--- src/rtl/smb_trk_pkg.sv ---
package smb_trk_pkg;
    typedef enum logic [1:0] {
        KIND_NONE = 2'd0,
        KIND_RD   = 2'd1,
        KIND_WR   = 2'd2,
        KIND_POLL = 2'd3
    } kind_e;
endpackage

--- src/rtl/smb_trk_arb.sv ---
module smb_trk_arb
    import smb_trk_pkg::*;
(
    input  logic  busy,
    input  logic  hold,
    input  logic  err,
    input  logic  man_rd,
    input  logic  man_wr,
    input  logic  poll,
    output kind_e grant
);
    // Fixed priority: read, write, then poll (poll only when no error)
    always_comb begin
        grant = KIND_NONE;
        if (!busy && !hold) begin
            if (man_rd)           grant = KIND_RD;
            else if (man_wr)      grant = KIND_WR;
            else if (poll && !err) grant = KIND_POLL;
        end
    end
endmodule

--- src/rtl/smb_trk_idx.sv ---
module smb_trk_idx #(
    parameter int NUM_SENS = 3,
    parameter int IDX_W    = 2
) (
    input  logic [IDX_W-1:0] cur,
    output logic [IDX_W-1:0] nxt
);
    localparam logic [IDX_W-1:0] LAST = IDX_W'(NUM_SENS - 1);

    generate
        if ((1 << IDX_W) == NUM_SENS) begin : g_pow2
            assign nxt = cur + 1'b1;
        end else begin : g_cmp
            assign nxt = (cur == LAST) ? '0 : cur + 1'b1;
        end
    endgenerate
endmodule

--- src/rtl/smb_status_tracker.sv ---
module smb_status_tracker
    import smb_trk_pkg::*;
#(
    parameter int NUM_SENS = 3,
    parameter int IDX_W    = (NUM_SENS > 1) ? $clog2(NUM_SENS) : 1
) (
    input  logic             clk,
    input  logic             cold_rst_n,
    input  logic             warm_rst_n,
    input  logic             man_rd_go,
    input  logic             man_wr_go,
    input  logic             poll_req,
    input  logic             eng_done,
    input  logic             eng_nack,
    input  logic             msg_nack,
    input  logic             soft_rst,
    output logic [1:0]       start_kind,
    output logic             busy,
    output logic             rd_valid,
    output logic             wr_done,
    output logic             err,
    output logic             poll_en,
    output logic             idx_adv,
    output logic [IDX_W-1:0] slave_idx
);
    typedef struct packed {
        logic             busy;
        kind_e            kind;
        logic             rdv;
        logic             wrd;
        logic             err;
        logic [IDX_W-1:0] idx;
    } st_t;

    st_t              st_d, st_q;
    kind_e            grant;
    logic [IDX_W-1:0] idx_nxt;
    logic             end_ok, end_bad, adv;

    smb_trk_arb u_arb (
        .busy   (st_q.busy),
        .hold   (soft_rst),
        .err    (st_q.err),
        .man_rd (man_rd_go),
        .man_wr (man_wr_go),
        .poll   (poll_req),
        .grant  (grant)
    );

    smb_trk_idx #(.NUM_SENS(NUM_SENS), .IDX_W(IDX_W)) u_idx (
        .cur (st_q.idx),
        .nxt (idx_nxt)
    );

    always_comb begin
        st_d    = st_q;
        end_ok  = st_q.busy && eng_done && !eng_nack;
        end_bad = st_q.busy && eng_nack;
        adv     = end_ok && (st_q.kind == KIND_POLL) && !st_q.err;

        if (end_ok || end_bad) begin
            st_d.busy = 1'b0;
            st_d.kind = KIND_NONE;
        end
        if (end_ok && st_q.kind == KIND_RD) st_d.rdv = 1'b1;
        if (end_ok && st_q.kind == KIND_WR) st_d.wrd = 1'b1;
        if (adv) st_d.idx = idx_nxt;

        if (grant != KIND_NONE) begin
            st_d.busy = 1'b1;
            st_d.kind = grant;
            if (grant == KIND_RD)   st_d.rdv = 1'b0;
            if (grant == KIND_WR)   st_d.wrd = 1'b0;
            if (grant != KIND_POLL) st_d.err = 1'b0;
        end

        if (end_bad || msg_nack) st_d.err = 1'b1;

        if (soft_rst) begin
            st_d.busy = 1'b0;
            st_d.kind = KIND_NONE;
        end
    end

    always_ff @(posedge clk or negedge cold_rst_n) begin
        if (!cold_rst_n) begin
            st_q <= '0;
        end else if (!warm_rst_n) begin
            st_q.rdv <= 1'b0;
            st_q.wrd <= 1'b0;
            st_q.err <= 1'b0;
            st_q.idx <= '0;
        end else begin
            st_q <= st_d;
        end
    end

    assign start_kind = grant;
    assign busy       = st_q.busy;
    assign rd_valid   = st_q.rdv;
    assign wr_done    = st_q.wrd;
    assign err        = st_q.err;
    assign poll_en    = !st_q.err;
    assign idx_adv    = adv;
    assign slave_idx  = st_q.idx;
endmodule

--- config.mk ---
export PLATFORM = sky130hd
export DESIGN_NAME = smb_status_tracker
export DESIGN_NICKNAME = d
export VERILOG_FILES = /design/src/rtl/smb_trk_pkg.sv /design/src/rtl/smb_trk_arb.sv /design/src/rtl/smb_trk_idx.sv /design/src/rtl/smb_status_tracker.sv
export SDC_FILE = /design/constraint.sdc
export NUM_CORES = 1
export LEC_CHECK = 0
export BUFFER_PORTS_ARGS = -buffer_cell sky130_fd_sc_hd__clkbuf_2
export CORE_MARGIN = 4
export CORE_UTILIZATION = 35
export DETAILED_ROUTE_END_ITERATION = 8
export GPL_TIMING_DRIVEN = 1
export PLACE_DENSITY = 0.73
export SETUP_SLACK_MARGIN = 0.2
export SLEW_MARGIN = 20
export SYNTH_ARGS = -nofsm -noshare
export SYNTH_HDL_FRONTEND = slang
export SYNTH_SLANG_ARGS = --single-unit
--- constraint.sdc ---
create_clock -name clk -period 1.16 [get_ports clk]
set_input_delay 0.174 -clock clk [delete_from_list [all_inputs] [get_ports clk]]
set_output_delay 0.174 -clock clk [all_outputs]
set_load 0.1 [all_outputs]
==> flow_summary.json, run 1 <==
{
  "outcome": "finished, violations left",
  "violations": "setup timing",
  "track_usage_pct": 18.9,
  "synth_nets": 55,
  "ys_top_cells_by_area": "dfrtp_1, a32o_1, mux2i_1",
  "start_kind": "register",
  "synthFlopType": "dfrtp_1",
  "final_nets": 99,
  "synth_edf_count": 0,
  "initial_core_util_pct": 39.9,
  "synth_mux_area_share_pct": 4.23,
  "cts.path.max_buffers": 2,
  "ys_seq_area_share_pct": 42.3,
  "synth-compound-area-share_pct": 24.1,
  "grt_overflow": 0,
  "dp_hpwl_um": 986,
  "pre_cts_ws_ns": -0.197,
  "r2r_slack_ns": -0.33,
  "antenna_found_initial": 0,
  "p_switching_uw": 531,
  "grt_max_degree": 14,
  "diodes": 0,
  "coreArea_um2": 1190,
  "async_flop_share_pct": 100,
  "drt-initial-drc-count": 23,
  "synthDistinctLibCells": 25,
  "synth_seq_cells": 8,
  "p_leak_nw": 0.497,
  "crit_arrival_ns": 1.39,
  "intPower_uw": 735,
  "r2r-end": "st_q[6]",
  "period_minus_slack_ns": 1.56,
  "critPathKind": "reg2out",
  "area_delta_synth_final_pct": 118,
  "row_count": 12,
  "clock_power_share_pct": 20.6,
  "n_fill_cell": 50,
  "clock-sinks": 8,
  "synth_top_area_share_pct": 42.3,
  "io_pins": 20,
  "pwr-share-seq_pct": 28.4,
  "maxSlewViolCount": 0,
  "cts_tree": "built",
  "drc_errors": 0,
  "num_vias": 578,
  "die_area_um2": 2000,
  "crit_required_ns": 0.99,
  "fin_skew_ns": 0.0175,
  "powerDensity_nw_per_um2": 1230,
  "via_per_inst": 5.67,
  "grt_pass1_vias": 564,
  "peakVddDrop_v": 0.00106,
  "crit_fanout": 4,
  "yosysWarnings": 0,
  "relSlewSlack_pct": 78.4,
  "drt_pre_antenna_iters": 4,
  "r2r-start": "busy",
  "end_kind": "output pin",
  "synth-simple-area-share_pct": 24.6,
  "tightestPinTransition_ns": 0.322,
  "h-tree-depth": 1,
  "cp-startpoint": "busy",
  "rsz0062_at_grt": "yes",
  "fmax_mhz": 640,
  "setup_violations": 13,
  "reg2reg_depth": 5,
  "ant_nets": 0,
  "yosysTopAreaCell": "dfrtp_1",
  "die_w_um": 44.8,
  "min_period_over_period_pct": 135,
  "path_clk_slew_ns": 0.08,
  "power_mw": 1.27,
  "synthesis.area_um2": 473,
  "critPathCapture": "start_kind[1]",
  "dieHeight_um": 44.8,
  "synth_area_per_cell_um2": 10.5,
  "maxCapViolations": 0,
  "synth.most_common_cell": "dfrtp_1",
  "synth-adder-area-share_pct": 0,
  "netSwitchingFraction_pct": 41.9,
  "synth_top_family_by_area": "simple AND/OR/NAND/NOR gates",
  "clock_latency_ns": 0.28,
  "post_drt_wl_per_cell_um": 19.7,
  "combinationalPowerShare_pct": 51.0,
  "wirelength_mm": 2.01,
  "hold_class": "in2reg",
  "synth_xor_area_share_pct": 0,
  "drive_gt1_share_pct": 70.5,
  "grt_pass1_wl_mm": 2.64,
  "gp_congestion": 0.819,
  "hold_violations": 0,
  "cts_made_buffers": 3,
  "fin_ws_ns": -0.403,
  "cts-root-buf": "clkbuf_4",
  "synthCells": 45,
  "portBuffers": 19,
  "synthTopCellsByCount": "dfrtp_1, nand2_1, nor2_1"
}
## per-stage QoR
step	TNS (ns)	utilization [%]	hold slack [ns]	area [um^2]	std cells
floorplan	-4.79	-	-0.122	507	45
global placement	-0.902	70.3	0.0283	833	86
detailed placement	-0.985	70.3	0.0321	833	86
CTS	-3.30	83.8	0.219	993	100
global route	-4.47	86.9	0.199	1030	102
finish	-3.94	86.9	0.192	1030	102
## cell families (layout without fill, tap and decap cells)
group,Yosys count,count (layout)
compound gates,14,14
buf+inv,4,47
flops,8,8
mux,2,2
simple gates,17,17
## cells in the final DEF, fill, tap and decap left out, drive strengths merged, types with 3 or more instances in the layout
| master | count |
|---|---|
| buf | 32 |
| clkbuf | 13 |
| dfrtp | 8 |
| nand2 | 4 |
| nor2 | 3 |
| nor3b | 3 |
## how the worst min path moves through the flow
stage	startpoint	to	slack, ns	cells past startpoint
6_report	msg_nack	err	0.19	3
5_1_grt	msg_nack	err	0.20	3
3_3_place_gp	cold_rst_n	st_q[5]	0.03	1
4_1_cts	msg_nack	err	0.22	3
3_5_place_dp	cold_rst_n	st_q[5]	0.03	1
2_1_floorplan	cold_rst_n	rd_valid	-0.12	0
## power by group through the flow
stage                     combinational [mW]  clock, mW  sequential [mW]
final                                  0.645      0.261            0.360
after global routing                   0.664      0.276            0.364
after CTS                              0.605      0.244            0.353
after detailed placement               0.501          0            0.356
after global placement                 0.496          0            0.354
after floorplan                        0.172          0            0.460
## critical path, stage by stage, from the launching register on
cell	delay [ns]
dfrtp_4	0.52
nor3_2	0.14
buf_4	0.15
o21a_4	0.13
buf_12	0.17
## layout make-up
| type | instances | area (um^2) | area share (%) |
|---|---|---|---|
| Sequential cell | 8 | 210 | 20.4 |
| Timing Repair Buffer | 42 | 439 | 42.6 |
| Tap cell | 14 | 17.5 | 1.70 |
| Multi-Input combinational cell | 33 | 332 | 32.2 |
| Clock buffer | 4 | 26.3 | 2.55 |
| Inverter | 1 | 6.26 | 0.607 |
## state kept, by name, indices dropped and copies added (netlist names)
register	cells
slave_idx	2
st_q	2
busy	1
err	1
rd_valid	1
wr_done	1
## what timing repair did
| item | in CTS | in global routing |
|---|---|---|
| hold endpoints to repair | 8 | 0 |
| endpoints found under the setup margin | 18 | 18 |
| buffers inserted | 9 | 2 |
| hold buffers | 1 | 0 |
| pin swaps | 10 | 5 |
| resized for setup | 15 | 6 |
| cloned | 0 | 0 |
## per-layer routing
metal,GRT usage [%],part of all wire (%)
met2,32.7,49
met4,7.83,2.3
met1,21.5,42
met5,0,0
met3,5.58,6.3
No activity file was read; power rests on OpenSTA's default activity.
==> run 2, diff against run 1 <==
==> constraint.sdc (replaced) <==
create_clock -name clk -period 1.16 [get_ports clk]
set_input_delay 0.116 -clock clk [delete_from_list [all_inputs] [get_ports clk]]
set_output_delay 0.116 -clock clk [all_outputs]
set_load 0.1 [all_outputs]
==> flow_summary.json, run 2 (same netlist as run 1, synthesis figures left out) <==
{
  "dieHeight_um": 44.8,
  "grt_pass1_wl_mm": 2.46,
  "hold_violations": 0,
  "cts_made_buffers": 3,
  "outcome": "finished, violations left",
  "cts.path.max_buffers": 2,
  "row_count": 12,
  "clock_latency_ns": 0.26,
  "min_period_over_period_pct": 126,
  "grt_pass1_vias": 494,
  "io_pins": 20,
  "crit_required_ns": 1.04,
  "setup_violations": 13,
  "grt_max_degree": 14,
  "coreArea_um2": 1190,
  "tightestPinTransition_ns": 0.304,
  "dp.cells": 82,
  "wirelength_mm": 1.79,
  "tns_ns": -3.00,
  "maxCapViolations": 0,
  "area_delta_synth_final_pct": 112,
  "n_fill_cell": 65,
  "critPathKind": "reg2out",
  "r2r-end": "st_q[6]",
  "fmax_mhz": 683,
  "r2r_slack_ns": -0.28,
  "initial_core_util_pct": 39.9,
  "period_minus_slack_ns": 1.46,
  "cts_tree": "built",
  "portBuffers": 19,
  "drt-initial-drc-count": 12,
  "utilization_pct": 84.7,
  "hold_class": "in2reg",
  "final_cell_mix": "buf_12, buf_4, clkbuf_2",
  "powerDensity_nw_per_um2": 1250,
  "fin_skew_ns": 0.000705,
  "holdWs_ns": 0.143,
  "drc_errors": 0,
  "hold_path_depth": 3,
  "hold_start": "msg_nack",
  "drt_pre_antenna_iters": 4,
  "via_per_inst": 5.58,
  "ant_nets": 0,
  "r2r-start": "busy",
  "diodes": 0,
  "post_drt_wl_per_cell_um": 18.5,
  "grt_overflow": 0,
  "cts-root-buf": "clkbuf_4",
  "maxSlewViolCount": 0,
  "gp_congestion": 0.895,
  "drive_gt1_share_pct": 69.9,
  "fin_ws_ns": -0.304,
  "whs_endpoint": "err",
  "antenna_found_initial": 0,
  "num_vias": 541,
  "seq_area_um2": 211,
  "path_clk_slew_ns": 0.06,
  "multi_input_comb_area_um2": 334,
  "start_kind": "register",
  "crit_arrival_ns": 1.35,
  "violations": "setup timing",
  "h-tree-depth": 1,
  "p_leak_nw": 0.477,
  "track_usage_pct": 18.2,
  "reg2reg_depth": 5,
  "die_area_um2": 2000,
  "end_kind": "output pin",
  "peakVddDrop_v": 0.00121,
  "rsz0062_at_grt": "yes",
  "crit_fanout": 5,
  "clock-sinks": 8,
  "fin_cells": 97,
  "final_nets": 94,
  "die_w_um": 44.8,
  "relSlewSlack_pct": 79.7
}
run 2: worst max path at each step:
stage               startpoint             to  slack (ns)  cells after the start
floorplan                 busy   slave_idx[0]       -0.90                      3
global placement          busy        st_q[5]       -0.13                      4
detailed placement        busy        st_q[5]       -0.21                      4
CTS                       busy  start_kind[1]       -0.32                      4
global route               err  start_kind[1]       -0.37                      3
finish                    busy  start_kind[1]       -0.30                      4
run 2: area by class of cell:
| type | count | area share (%) |
|---|---|---|
| clock buffers | 4 | 2.62 |
| inverters | 1 | 0.623 |
| multi-input cells | 33 | 33.3 |
| flip-flops and latches | 8 | 21.0 |
| well taps | 14 | 1.74 |
| repair buffers | 37 | 40.7 |
run 2: through the flow:
step	power, mW	worst slack, ns	area, um^2
floorplan	0.632	-0.899	507
global placement	0.843	-0.131	803
detailed placement	0.846	-0.206	803
CTS	1.16	-0.316	930
global route	1.31	-0.370	1000
finish	1.25	-0.304	1000
run 2: worst max-delay path, stage by stage, from the launching register on:
cell and delay [ns]:
dfrtp_4 0.52, nor3_4 0.14, buf_6 0.12, o21a_4 0.13
buf_12 0.17
run 2: repair_timing:
action | in CTS | in global routing
gates resized for setup | 15 | 9
setup endpoints to repair | 18 | 18
endpoints found under the hold margin | 8 | 0
buffers inserted | 6 | 4
pin swaps | 5 | 4
hold buffers | 1 | 0
run 2: per-layer routing:
| layer | routed length (um) | GRT usage, % | up-vias |
|---|---|---|---|
| li1 | - | - | 248 |
| met1 | 688 | 20.2 | 259 |
| met2 | 894 | 28.1 | 26 |
| met3 | 116 | 3.98 | 8 |
| met4 | 90 | 18.1 | 0 |
| met5 | 0 | 0 | - |
run 2: power breakdown:
part | leakage [nW] | switching [mW] | internal (mW) | total, mW
combinational | 0.363 | 0.350 | 0.302 | 0.652
clock | 0.0150 | 0.110 | 0.133 | 0.242
sequential | 0.0995 | 0.0443 | 0.314 | 0.359
total | 0.477 | 0.504 | 0.748 | 1.25
